`config.mk`:
```
export PLATFORM = sky130hd
export DESIGN_NAME = irq_presenter_regs
export DESIGN_NICKNAME = d
export VERILOG_FILES = /design/src/rtl/icp_regs_pkg.sv /design/src/rtl/icp_access_decode.sv /design/src/rtl/icp_link_bank.sv /design/src/rtl/irq_presenter_regs.sv
export SDC_FILE = /design/constraint.sdc
export NUM_CORES = 1
export LEC_CHECK = 0
export ABC_AREA = 0
export ABC_CLOCK_PERIOD_IN_PS = 5300
export BUFFER_PORTS_ARGS = -buffer_cell sky130_fd_sc_hd__buf_4
export CORE_MARGIN = 5
export CORE_UTILIZATION = 45
export DETAILED_ROUTE_END_ITERATION = 7
export GPL_TIMING_DRIVEN = 0
export HOLD_SLACK_MARGIN = 0.05
export MAX_ROUTING_LAYER = met4
export PLACE_DENSITY_LB_ADDON = 0.2
export SLEW_MARGIN = 5
export SYNTH_ARGS = -nofsm -noshare
export SYNTH_HDL_FRONTEND = slang
export SYNTH_SLANG_ARGS = --single-unit
export TNS_END_PERCENT = 1
```
`constraint.sdc`:
```
create_clock -name clk -period 5.3 [get_ports clk]
set_input_delay 1.06 -clock clk [delete_from_list [all_inputs] [get_ports clk]]
set_output_delay 1.06 -clock clk [all_outputs]
set_load 0.005 [all_outputs]
```
`src/rtl/icp_regs_pkg.sv`:
```
package icp_regs_pkg;

    localparam int ADDR_W     = 12;
    localparam int DATA_W     = 32;
    localparam int PRIO_W     = 8;
    localparam int WORD_W     = ADDR_W - 2;

    localparam logic [1:0] SZ_BYTE = 2'b00;
    localparam logic [1:0] SZ_HALF = 2'b01;
    localparam logic [1:0] SZ_WORD = 2'b10;

    localparam logic [WORD_W-1:0] WORD_POLL   = 10'd0;
    localparam logic [WORD_W-1:0] WORD_ACCEPT = 10'd1;
    localparam logic [WORD_W-1:0] WORD_IPI    = 10'd3;
    localparam logic [WORD_W-1:0] WORD_LINK0  = 10'd4;

    typedef enum logic [3:0] {
        OP_BAD,
        OP_POLL_WORD,
        OP_POLL_BYTE,
        OP_ACCEPT,
        OP_IPI_RD,
        OP_LINK_RD,
        OP_CPRIO_WR,
        OP_EOI_WR,
        OP_IPI_WR,
        OP_LINK_WR
    } op_e;

endpackage

```
`src/rtl/icp_access_decode.sv`:
```
module icp_access_decode
    import icp_regs_pkg::*;
#(
    parameter int NUM_LINKS = 3,
    parameter int IDX_W     = (NUM_LINKS > 1) ? $clog2(NUM_LINKS) : 1
) (
    input  logic [ADDR_W-1:0] addr,
    input  logic [1:0]        size,
    input  logic              write,
    output op_e               op,
    output logic [IDX_W-1:0]  link_idx
);

    logic [WORD_W-1:0] word;
    logic [WORD_W-1:0] rel;
    logic              byte0;
    logic              full;
    logic              in_links;

    always_comb begin
        word     = addr[ADDR_W-1:2];
        rel      = word - WORD_LINK0;
        byte0    = (size == SZ_BYTE) && (addr[1:0] == 2'b00);
        full     = (size == SZ_WORD);
        in_links = (word >= WORD_LINK0) && (rel < WORD_W'(NUM_LINKS));
        link_idx = rel[IDX_W-1:0];
        op       = OP_BAD;

        if (word == WORD_POLL) begin
            if (!write && byte0)     op = OP_POLL_BYTE;
            else if (!write && full) op = OP_POLL_WORD;
        end else if (word == WORD_ACCEPT) begin
            if (write) begin
                if (byte0)     op = OP_CPRIO_WR;
                else if (full) op = OP_EOI_WR;
            end else begin
                if (byte0)     op = OP_POLL_BYTE;
                else if (full) op = OP_ACCEPT;
            end
        end else if (word == WORD_IPI) begin
            if (byte0) op = write ? OP_IPI_WR : OP_IPI_RD;
        end else if (in_links && full) begin
            op = write ? OP_LINK_WR : OP_LINK_RD;
        end
    end

endmodule

```
`src/rtl/icp_link_bank.sv`:
```
module icp_link_bank #(
    parameter int NUM_LINKS = 3,
    parameter int WIDTH     = 32,
    parameter int IDX_W     = (NUM_LINKS > 1) ? $clog2(NUM_LINKS) : 1
) (
    input  logic                           clk,
    input  logic                           rst_n,
    input  logic                           wr_en,
    input  logic [IDX_W-1:0]               wr_idx,
    input  logic [WIDTH-1:0]               wr_data,
    output logic [NUM_LINKS-1:0][WIDTH-1:0] links
);

    for (genvar g = 0; g < NUM_LINKS; g++) begin : g_link
        logic [WIDTH-1:0] val_d;
        logic [WIDTH-1:0] val_q;

        always_comb begin
            val_d = val_q;
            if (wr_en && (wr_idx == IDX_W'(g))) val_d = wr_data;
        end

        always_ff @(posedge clk) begin
            if (!rst_n) val_q <= '0;
            else        val_q <= val_d;
        end

        assign links[g] = val_q;
    end

endmodule

```
`src/rtl/irq_presenter_regs.sv`:
```
module irq_presenter_regs
    import icp_regs_pkg::*;
#(
    parameter int NUM_LINKS = 3,
    parameter int IDX_W     = (NUM_LINKS > 1) ? $clog2(NUM_LINKS) : 1
) (
    input  logic              clk,
    input  logic              rst_n,
    input  logic              req_valid,
    input  logic              req_write,
    input  logic [11:0]       req_addr,
    input  logic [1:0]        req_size,
    input  logic [31:0]       req_wdata,
    output logic              rsp_valid,
    output logic [31:0]       rsp_rdata,
    output logic              rsp_err,
    input  logic [31:0]       core_pending,
    input  logic [7:0]        core_ipi_prio,
    output logic              acc_stb,
    output logic              eoi_stb,
    output logic [31:0]       eoi_data,
    output logic              cprio_stb,
    output logic              ipi_stb,
    output logic [7:0]        prio_data
);

    localparam int PAD_W = DATA_W - PRIO_W;

    typedef struct packed {
        logic              rsp_valid;
        logic              rsp_err;
        logic [DATA_W-1:0] rdata;
        logic              acc;
        logic              eoi;
        logic              cprio;
        logic              ipi;
        logic [DATA_W-1:0] eoi_data;
        logic [PRIO_W-1:0] prio_data;
    } state_t;

    state_t state_d, state_q;

    op_e                              op;
    logic [IDX_W-1:0]                 link_idx;
    logic                             link_we;
    logic [NUM_LINKS-1:0][DATA_W-1:0] links;

    icp_access_decode #(
        .NUM_LINKS (NUM_LINKS),
        .IDX_W     (IDX_W)
    ) u_decode (
        .addr     (req_addr),
        .size     (req_size),
        .write    (req_write),
        .op       (op),
        .link_idx (link_idx)
    );

    assign link_we = req_valid && (op == OP_LINK_WR);

    icp_link_bank #(
        .NUM_LINKS (NUM_LINKS),
        .WIDTH     (DATA_W),
        .IDX_W     (IDX_W)
    ) u_links (
        .clk     (clk),
        .rst_n   (rst_n),
        .wr_en   (link_we),
        .wr_idx  (link_idx),
        .wr_data (req_wdata),
        .links   (links)
    );

    always_comb begin
        state_d           = state_q;
        state_d.rsp_valid = req_valid;
        state_d.rsp_err   = 1'b0;
        state_d.rdata     = '0;
        state_d.acc       = 1'b0;
        state_d.eoi       = 1'b0;
        state_d.cprio     = 1'b0;
        state_d.ipi       = 1'b0;

        if (req_valid) begin
            unique case (op)
                OP_POLL_WORD: state_d.rdata = core_pending;
                OP_POLL_BYTE: state_d.rdata = {{PAD_W{1'b0}}, core_pending[DATA_W-1 -: PRIO_W]};
                OP_ACCEPT: begin
                    state_d.rdata = core_pending;
                    state_d.acc   = 1'b1;
                end
                OP_IPI_RD:  state_d.rdata = {{PAD_W{1'b0}}, core_ipi_prio};
                OP_LINK_RD: state_d.rdata = links[link_idx];
                OP_CPRIO_WR: begin
                    state_d.cprio     = 1'b1;
                    state_d.prio_data = req_wdata[PRIO_W-1:0];
                end
                OP_EOI_WR: begin
                    state_d.eoi      = 1'b1;
                    state_d.eoi_data = req_wdata;
                end
                OP_IPI_WR: begin
                    state_d.ipi       = 1'b1;
                    state_d.prio_data = req_wdata[PRIO_W-1:0];
                end
                OP_LINK_WR: state_d.rdata = '0;
                default: begin
                    state_d.rsp_err = 1'b1;
                    state_d.rdata   = req_write ? '0 : '1;
                end
            endcase
        end
    end

    always_ff @(posedge clk) begin
        if (!rst_n) state_q <= '0;
        else        state_q <= state_d;
    end

    assign rsp_valid = state_q.rsp_valid;
    assign rsp_rdata = state_q.rdata;
    assign rsp_err   = state_q.rsp_err;
    assign acc_stb   = state_q.acc;
    assign eoi_stb   = state_q.eoi;
    assign eoi_data  = state_q.eoi_data;
    assign cprio_stb = state_q.cprio;
    assign ipi_stb   = state_q.ipi;
    assign prio_data = state_q.prio_data;

endmodule

```
======== Word level (Yosys, flattened, before mapping) ========
Cells that the tools add are included.
Widths: inputs -> output; s select.
word-level totals
  register bits after elaboration ......... 174
  bits in latches ......................... 0
  memory bits (writable) .................. 0
  memory bits (read-only) ................. 0
  bits of input ports ..................... 90
  output and inout port bits .............. 78
  word-level logic and storage cells ...... 74
  memories kept ........................... 0
cells by class
  $add $sub $neg .......................... 1
  $mul .................................... 0
  div/mod/pow operators ................... 0
  order comparisons ....................... 3
  eq/ne operators ......................... 14
  shifts and indexed selects .............. 0
  muxes and demuxes ....................... 23
  bitwise operators ....................... 0
  reductions and logical operators ........ 21
operators with widths
  kind                   count
  $pmux 32 s5            1
  $bmux 32 s2            1
  $mux 32                2
  $mux 4                 11
  $eq 4x3->1 const B     4
  $eq 10x1->1 const B    1
  $eq 10x2->1 const B    1
  $ge 10x3->1 const B    1
  $logic_not 10->1       1
  $lt 10x2->1 const B    1
  $sub 10x3->10 const B  1
  $logic_and 1x1->1      9
  $reduce_or 9->1        1
  $eq 4x2->1 const B     2
  $eq 4x4->1 const B     2
  $logic_not 2->1        3
  $mux 1                 6
  $reduce_and 2->1       3
  $eq 2x2->1 const B     2
  $eq 4x1->1 const B     1
  $reduce_or 2->1        2
  $reduce_or 4->1        1
  $lt 2x3->1 const B     1
  $mux 3                 1
  other kinds (3)        3

======== Depth between registers and ports, before layout ========
  depth in word-level cells ............... 11
  mapped depth ............................ 9
  gate-level depth less buffers ........... 6

======== Modules after synthesis ========
A second synthesis with hierarchy kept.
unflattened totals
  cell total of the unflattened synthesis .. 828
  area total of the unflattened synthesis .. 7,597.3 sq um
by module, submodules not included
  module              instances  cells each  area each (sq um)  sequential area each (sq um)
  irq_presenter_regs  1          455         3,789.9            1,561.5
  icp_link_bank       1          349         3,639.7            1,921.8
  icp_access_decode   1          24          167.7              0.0

======== Worst setup path after synthesis ========
Ideal clock, no wire load.
  kind .................................... in2reg
  from .................................... input port req_size[0]
  to ...................................... register u_links.g_link[1].val_q[10]
  library setup time ...................... 0.116 ns
  data arrival time ....................... 2.682 ns
  data required time ...................... 5.184 ns
  setup slack ............................. 2.501 ns
  stages on the path ...................... 9
  buffers on the path ..................... 3
  cells stage by stage .................... buf_2 > nor4_4 > a32o_2 > nand4_4 > nor3b_1 > buf_2 > buf_6 > mux2i_1 > nor2b_1
on the way
  longest elaborated chain between the ends .. 9
  elaborated cells on any way between the ends .. 21
  classes of those cells .................. 2 x eq/ne; 12 x mux; 7 x reduce/logical
ends and longest elaborated chain
  item                                           RTL line                                          RTL
  start, declared                                irq_presenter_regs.sv:12                          input logic [1:0] req_size,
  $eq 2x2->1 or $logic_not 2->1 (tied branches)  icp_access_decode.sv:24, icp_access_decode.sv:23
  $mux 2, or another cell as far along           icp_access_decode.sv:38                           else if (full) op = OP_ACCEPT;
  $mux 4 (on tied branches)                      n/a
  $mux 4 (on tied branches)                      icp_access_decode.sv:33, icp_access_decode.sv:40
  $mux 4                                         icp_access_decode.sv:32                           end else if (word == WORD_ACCEPT) begin
  $mux 4 (*)                                     icp_access_decode.sv:29                           if (word == WORD_POLL) begin
  $eq 4x4->1 (*)                                 irq_presenter_regs.sv:59                          assign link_we = req_valid && (op == OP_LINK_WR);
  $logic_and 1x1->1 (*)                          irq_presenter_regs.sv:59
  $logic_and 1x1->1 (*)                          icp_link_bank.sv:20                               if (wr_en && (wr_idx == IDX_W'(g))) val_d = wr_data;
  end signal, assigned                           icp_link_bank.sv:25                               else val_q <= val_d;
  end, declared                                  icp_link_bank.sv:16                               logic [WIDTH-1:0] val_q;
Every way passes the cells marked *; elsewhere a longest branch is shown, timed or not.
A chain may end at the register's enable or synchronous reset.

======== Worst setup path in the final report ========
  from .................................... input port req_write
  to ...................................... register state_q, in the netlist rsp_rdata[18]
on the way
  longest elaborated chain between the ends .. 8
  elaborated cells on any way between the ends .. 26
  classes of those cells .................. 9 x eq/ne; 12 x mux; 5 x reduce/logical
ends and longest elaborated chain
  item                                                          RTL line                                          RTL
  start, declared                                               irq_presenter_regs.sv:10                          input logic req_write,
  $mux 4, or another cell as far along                          icp_access_decode.sv:43                           op = write ? OP_LINK_WR : OP_LINK_RD;
  $mux 4, or another cell as far along                          icp_access_decode.sv:42                           end else if (in_links && full) begin
  $mux 4 or $mux 1 (tied branches)                              icp_access_decode.sv:40, icp_access_decode.sv:31
  $mux 4 (on tied branches)                                     icp_access_decode.sv:32, icp_access_decode.sv:30
  $mux 4                                                        icp_access_decode.sv:29
  $eq 4x4->1, or another cell as far along                      irq_presenter_regs.sv:85                          unique case (op)
  $reduce_or 4->1 (no line) or $reduce_or 2->1 (tied branches)  n/a
  $pmux 32 s5 (*)                                               irq_presenter_regs.sv:85
  end signal, assigned                                          irq_presenter_regs.sv:117                         else state_q <= state_d;
  end, declared                                                 irq_presenter_regs.sv:41                          state_t state_d, state_q;
Marked as above.

==> results.toml <==
[status]
status = "finished clean"

[die]
die-area_sq_um = 19810
ios = 168
die_w_um = 140.8
die_h_um = 140.8
core_area_sq_um = 16700
fp-row-count = 47
start_util_pct = 46.07

[sta]
min_period_ns = 2.950
finalHoldViolCount = 0
tightest_slew_ns = 0.9342
fin_ws_ns = 2.350
fin_crit_sh_pct = 55.66
tns_ns = 0
rsz0062_at_grt = "false"
drv_slew = 0
finClkSkew_ns = 0.01585
maxSlewHeadroom_pct = 37.19
hold_ws_ns = 0.4481
fmax_mhz = 339.0
setup_viol = 0

[cts]
cts_buffer_depth = 2
cts_tree = "yes"
cts_buffers = 17
clkLatencyLatePin_ns = 0.43
post-cts-setup-buffers = 0
cts_root_buffer = "clkbuf_16"
clk_pin_slew_ns = 0.06
clock-sinks = 174
cts_resized = 0
h-tree-depth = 4
cts_hold_buf = 0

[synthesis]
syn-cell-area_sq_um = 7694
avgSynthCellArea_sq_um = 9.051
postSynthCellCount = 850
synth_common_cells = "nand2_1 (187), dfxtp_1 (174), mux2i_1 (104)"
ys_seq_area_share_pct = 45.28
synthesis.nets = 940
synth_ff_type = "dfxtp_1"
synth-edff-count = 0
async_reset_ff_share_pct = 0
ys_types = 58
yosysWarnings = 0
yosysTopAreaCell = "dfxtp_1"
yosys-top-cells-area = "dfxtp_1 (45%), mux2i_1 (14%), nand2_1 (9.1%), nor2b_1 (6.1%), a21oi_1 (3.9%)"
ys_seq_elements = 174
yosysTopAreaCellShare_pct = 45.28
synth_most_common_cell = "nand2_1"

[place]
globalplace.congestion = 0.8935
pre_cts_slack_ns = 1.934
port_buffers = 164
dpl.hpwl_mm = 15.85

[routing]
drt_wl_total_mm = 21.99
drc = 0
wire_per_inst_um = 17.37
vias = 6601
drtIter0Drc = 430
ant_nets = 0
detailedRoute.firstPassIterationCount = 5
avgViaCountPerCell = 5.214

[pwr]
powerDensity_nw_per_um2 = 289.2
p_leak_nw = 3.667
max-vdd-ir-drop_v = 0.0002465

[critical_path]
cp_data_required_time_ns = 5.64
cp.arrival_ns = 3.29
cp_cell_sequence = "buf_4 > buf_2 > nor2b_1 > a221oi_4 > nor2_1 > o21a_1 > clkbuf_1 > a21oi_1 > a21oi_1"
worst-path-stages = 9
cpPeakStageDelay_ns = 0.45
criticalPathCategory = "input pin to flip-flop"
crit_top_cell = "a21oi_1"
cp_num_buf_inv = 3
critPathSlowestCell = "nor2b_1"
r2r_cells = 4
critPathTopFamily = "compound AO/OA/AOI/OAI gates"
end_kind = "flip-flop"
path_max_fanout = 10
crit_path_start_kind = "input pin"

[min_path]
hold_path.class = "flip-flop to flip-flop"
whs_path_depth = 2

[global_routing]
first_global_vias = 6658
grt_usage_pct = 22.76
grt_max_degree = 17
antenna_found_initial = 0
overflow = 0
grt_pass1_wl_mm = 35.00

[cells_and_area]
drive_above_1_share_pct = 23.14
seq_area_sq_um = 3483
fill_cells = 1572
diodes = 0
layout.nets = 1123
area_growth_pct = 27.57
multi_input_area_sq_um = 3877

[job]
drv_cap = 0
final timing paths:
check | startpoint | end | slack [ns]
max reg2reg | u_links.g_link[1].val_q[7] | rsp_rdata[7] | 4.13
max | req_write | rsp_rdata[18] | 2.35
min reg2reg | eoi_data[26] | eoi_data[26] | 0.45
min | eoi_data[26] | eoi_data[26] | 0.45
kinds of logic (layout without fill, tap and decap cells):
logic type	Yosys count	after routing	share of synthesized area (%)
simple gates	321	321	21.09
compound gates	185	185	15.78
flops	174	174	45.28
mux	104	104	13.53
buf+inv	66	262	4.326
power breakdown:
group | total, mW | internal [mW] | switching [mW]
Combinational | 0.202 | 0.0975 | 0.104
Clock | 1.31 | 0.800 | 0.515
Sequential | 1.32 | 1.32 | 0.00334
Total | 2.84 | 2.22 | 0.622
placed cells by master, fill, tap and decap left out, drive strengths merged, types with 2 or more instances in the layout:
master and count:
o211ai 8, a21oi 60, mux2i 104, nand2 189, nor3b 3, a21o 8, buf 194, a22oi 9
nor4 5, nor2b 75, or3b 2, clkinvlp 2, bufinv 4, nor4b 3, nor2 21, nand4 2
dfxtp 174, o21ai 26, nor3 4, or2 5, clkinv 4, a21boi 65, inv 3, clkbuf 55
and2 2
cell type report:
type                       instances  share of cell area (%)
timing repair buffer             164                   12.54
tap                              220                   2.805
clock buffer                      21                   4.589
buffer                            64                   3.315
sequential                       174                   35.49
inverter                           2                 0.07649
multi-input combinational        610                   39.51
clock inverter                    11                   1.670
worst min-delay path, delay by kind of cell (launching register included):
family	cells	cell delay, ns
DFF	1	0.31
AOI/OAI and AO/OA	1	0.05
and+or+nand+nor	1	0.05
layer usage:
layer | vias up | global-route usage, % | part of all wire (%)
li1 | 3247 | - | -
met1 | 3109 | 29.61 | 46
met2 | 223 | 36.42 | 46
met3 | 22 | 4.843 | 6.4
met4 | 0 | 5.660 | 1.3
met5 | - | - | 0
flip-flops by register name (all words and copies together), names as in the netlist:
name	cells
u_links.g_link.val_q	96
rsp_valid	1
rsp_err	1
eoi_data	32
eoi_stb	1
rsp_rdata	32
cprio_stb	1
ipi_stb	1
prio_data	8
acc_stb	1
per-stage QoR:
step           util, %  instance area (sq um)  power, mW  instances
2_1_floorplan        -                   7694      1.435        850
3_5_place_dp     55.09                   9200      1.553       1234
4_1_cts          58.77                   9814      2.861       1266
6_report         58.77                   9814      2.839       1266
3_3_place_gp     55.09                   9200      1.552       1234
5_1_grt          58.77                   9814      2.932       1266
No activity file was read; power rests on OpenSTA's default activity.
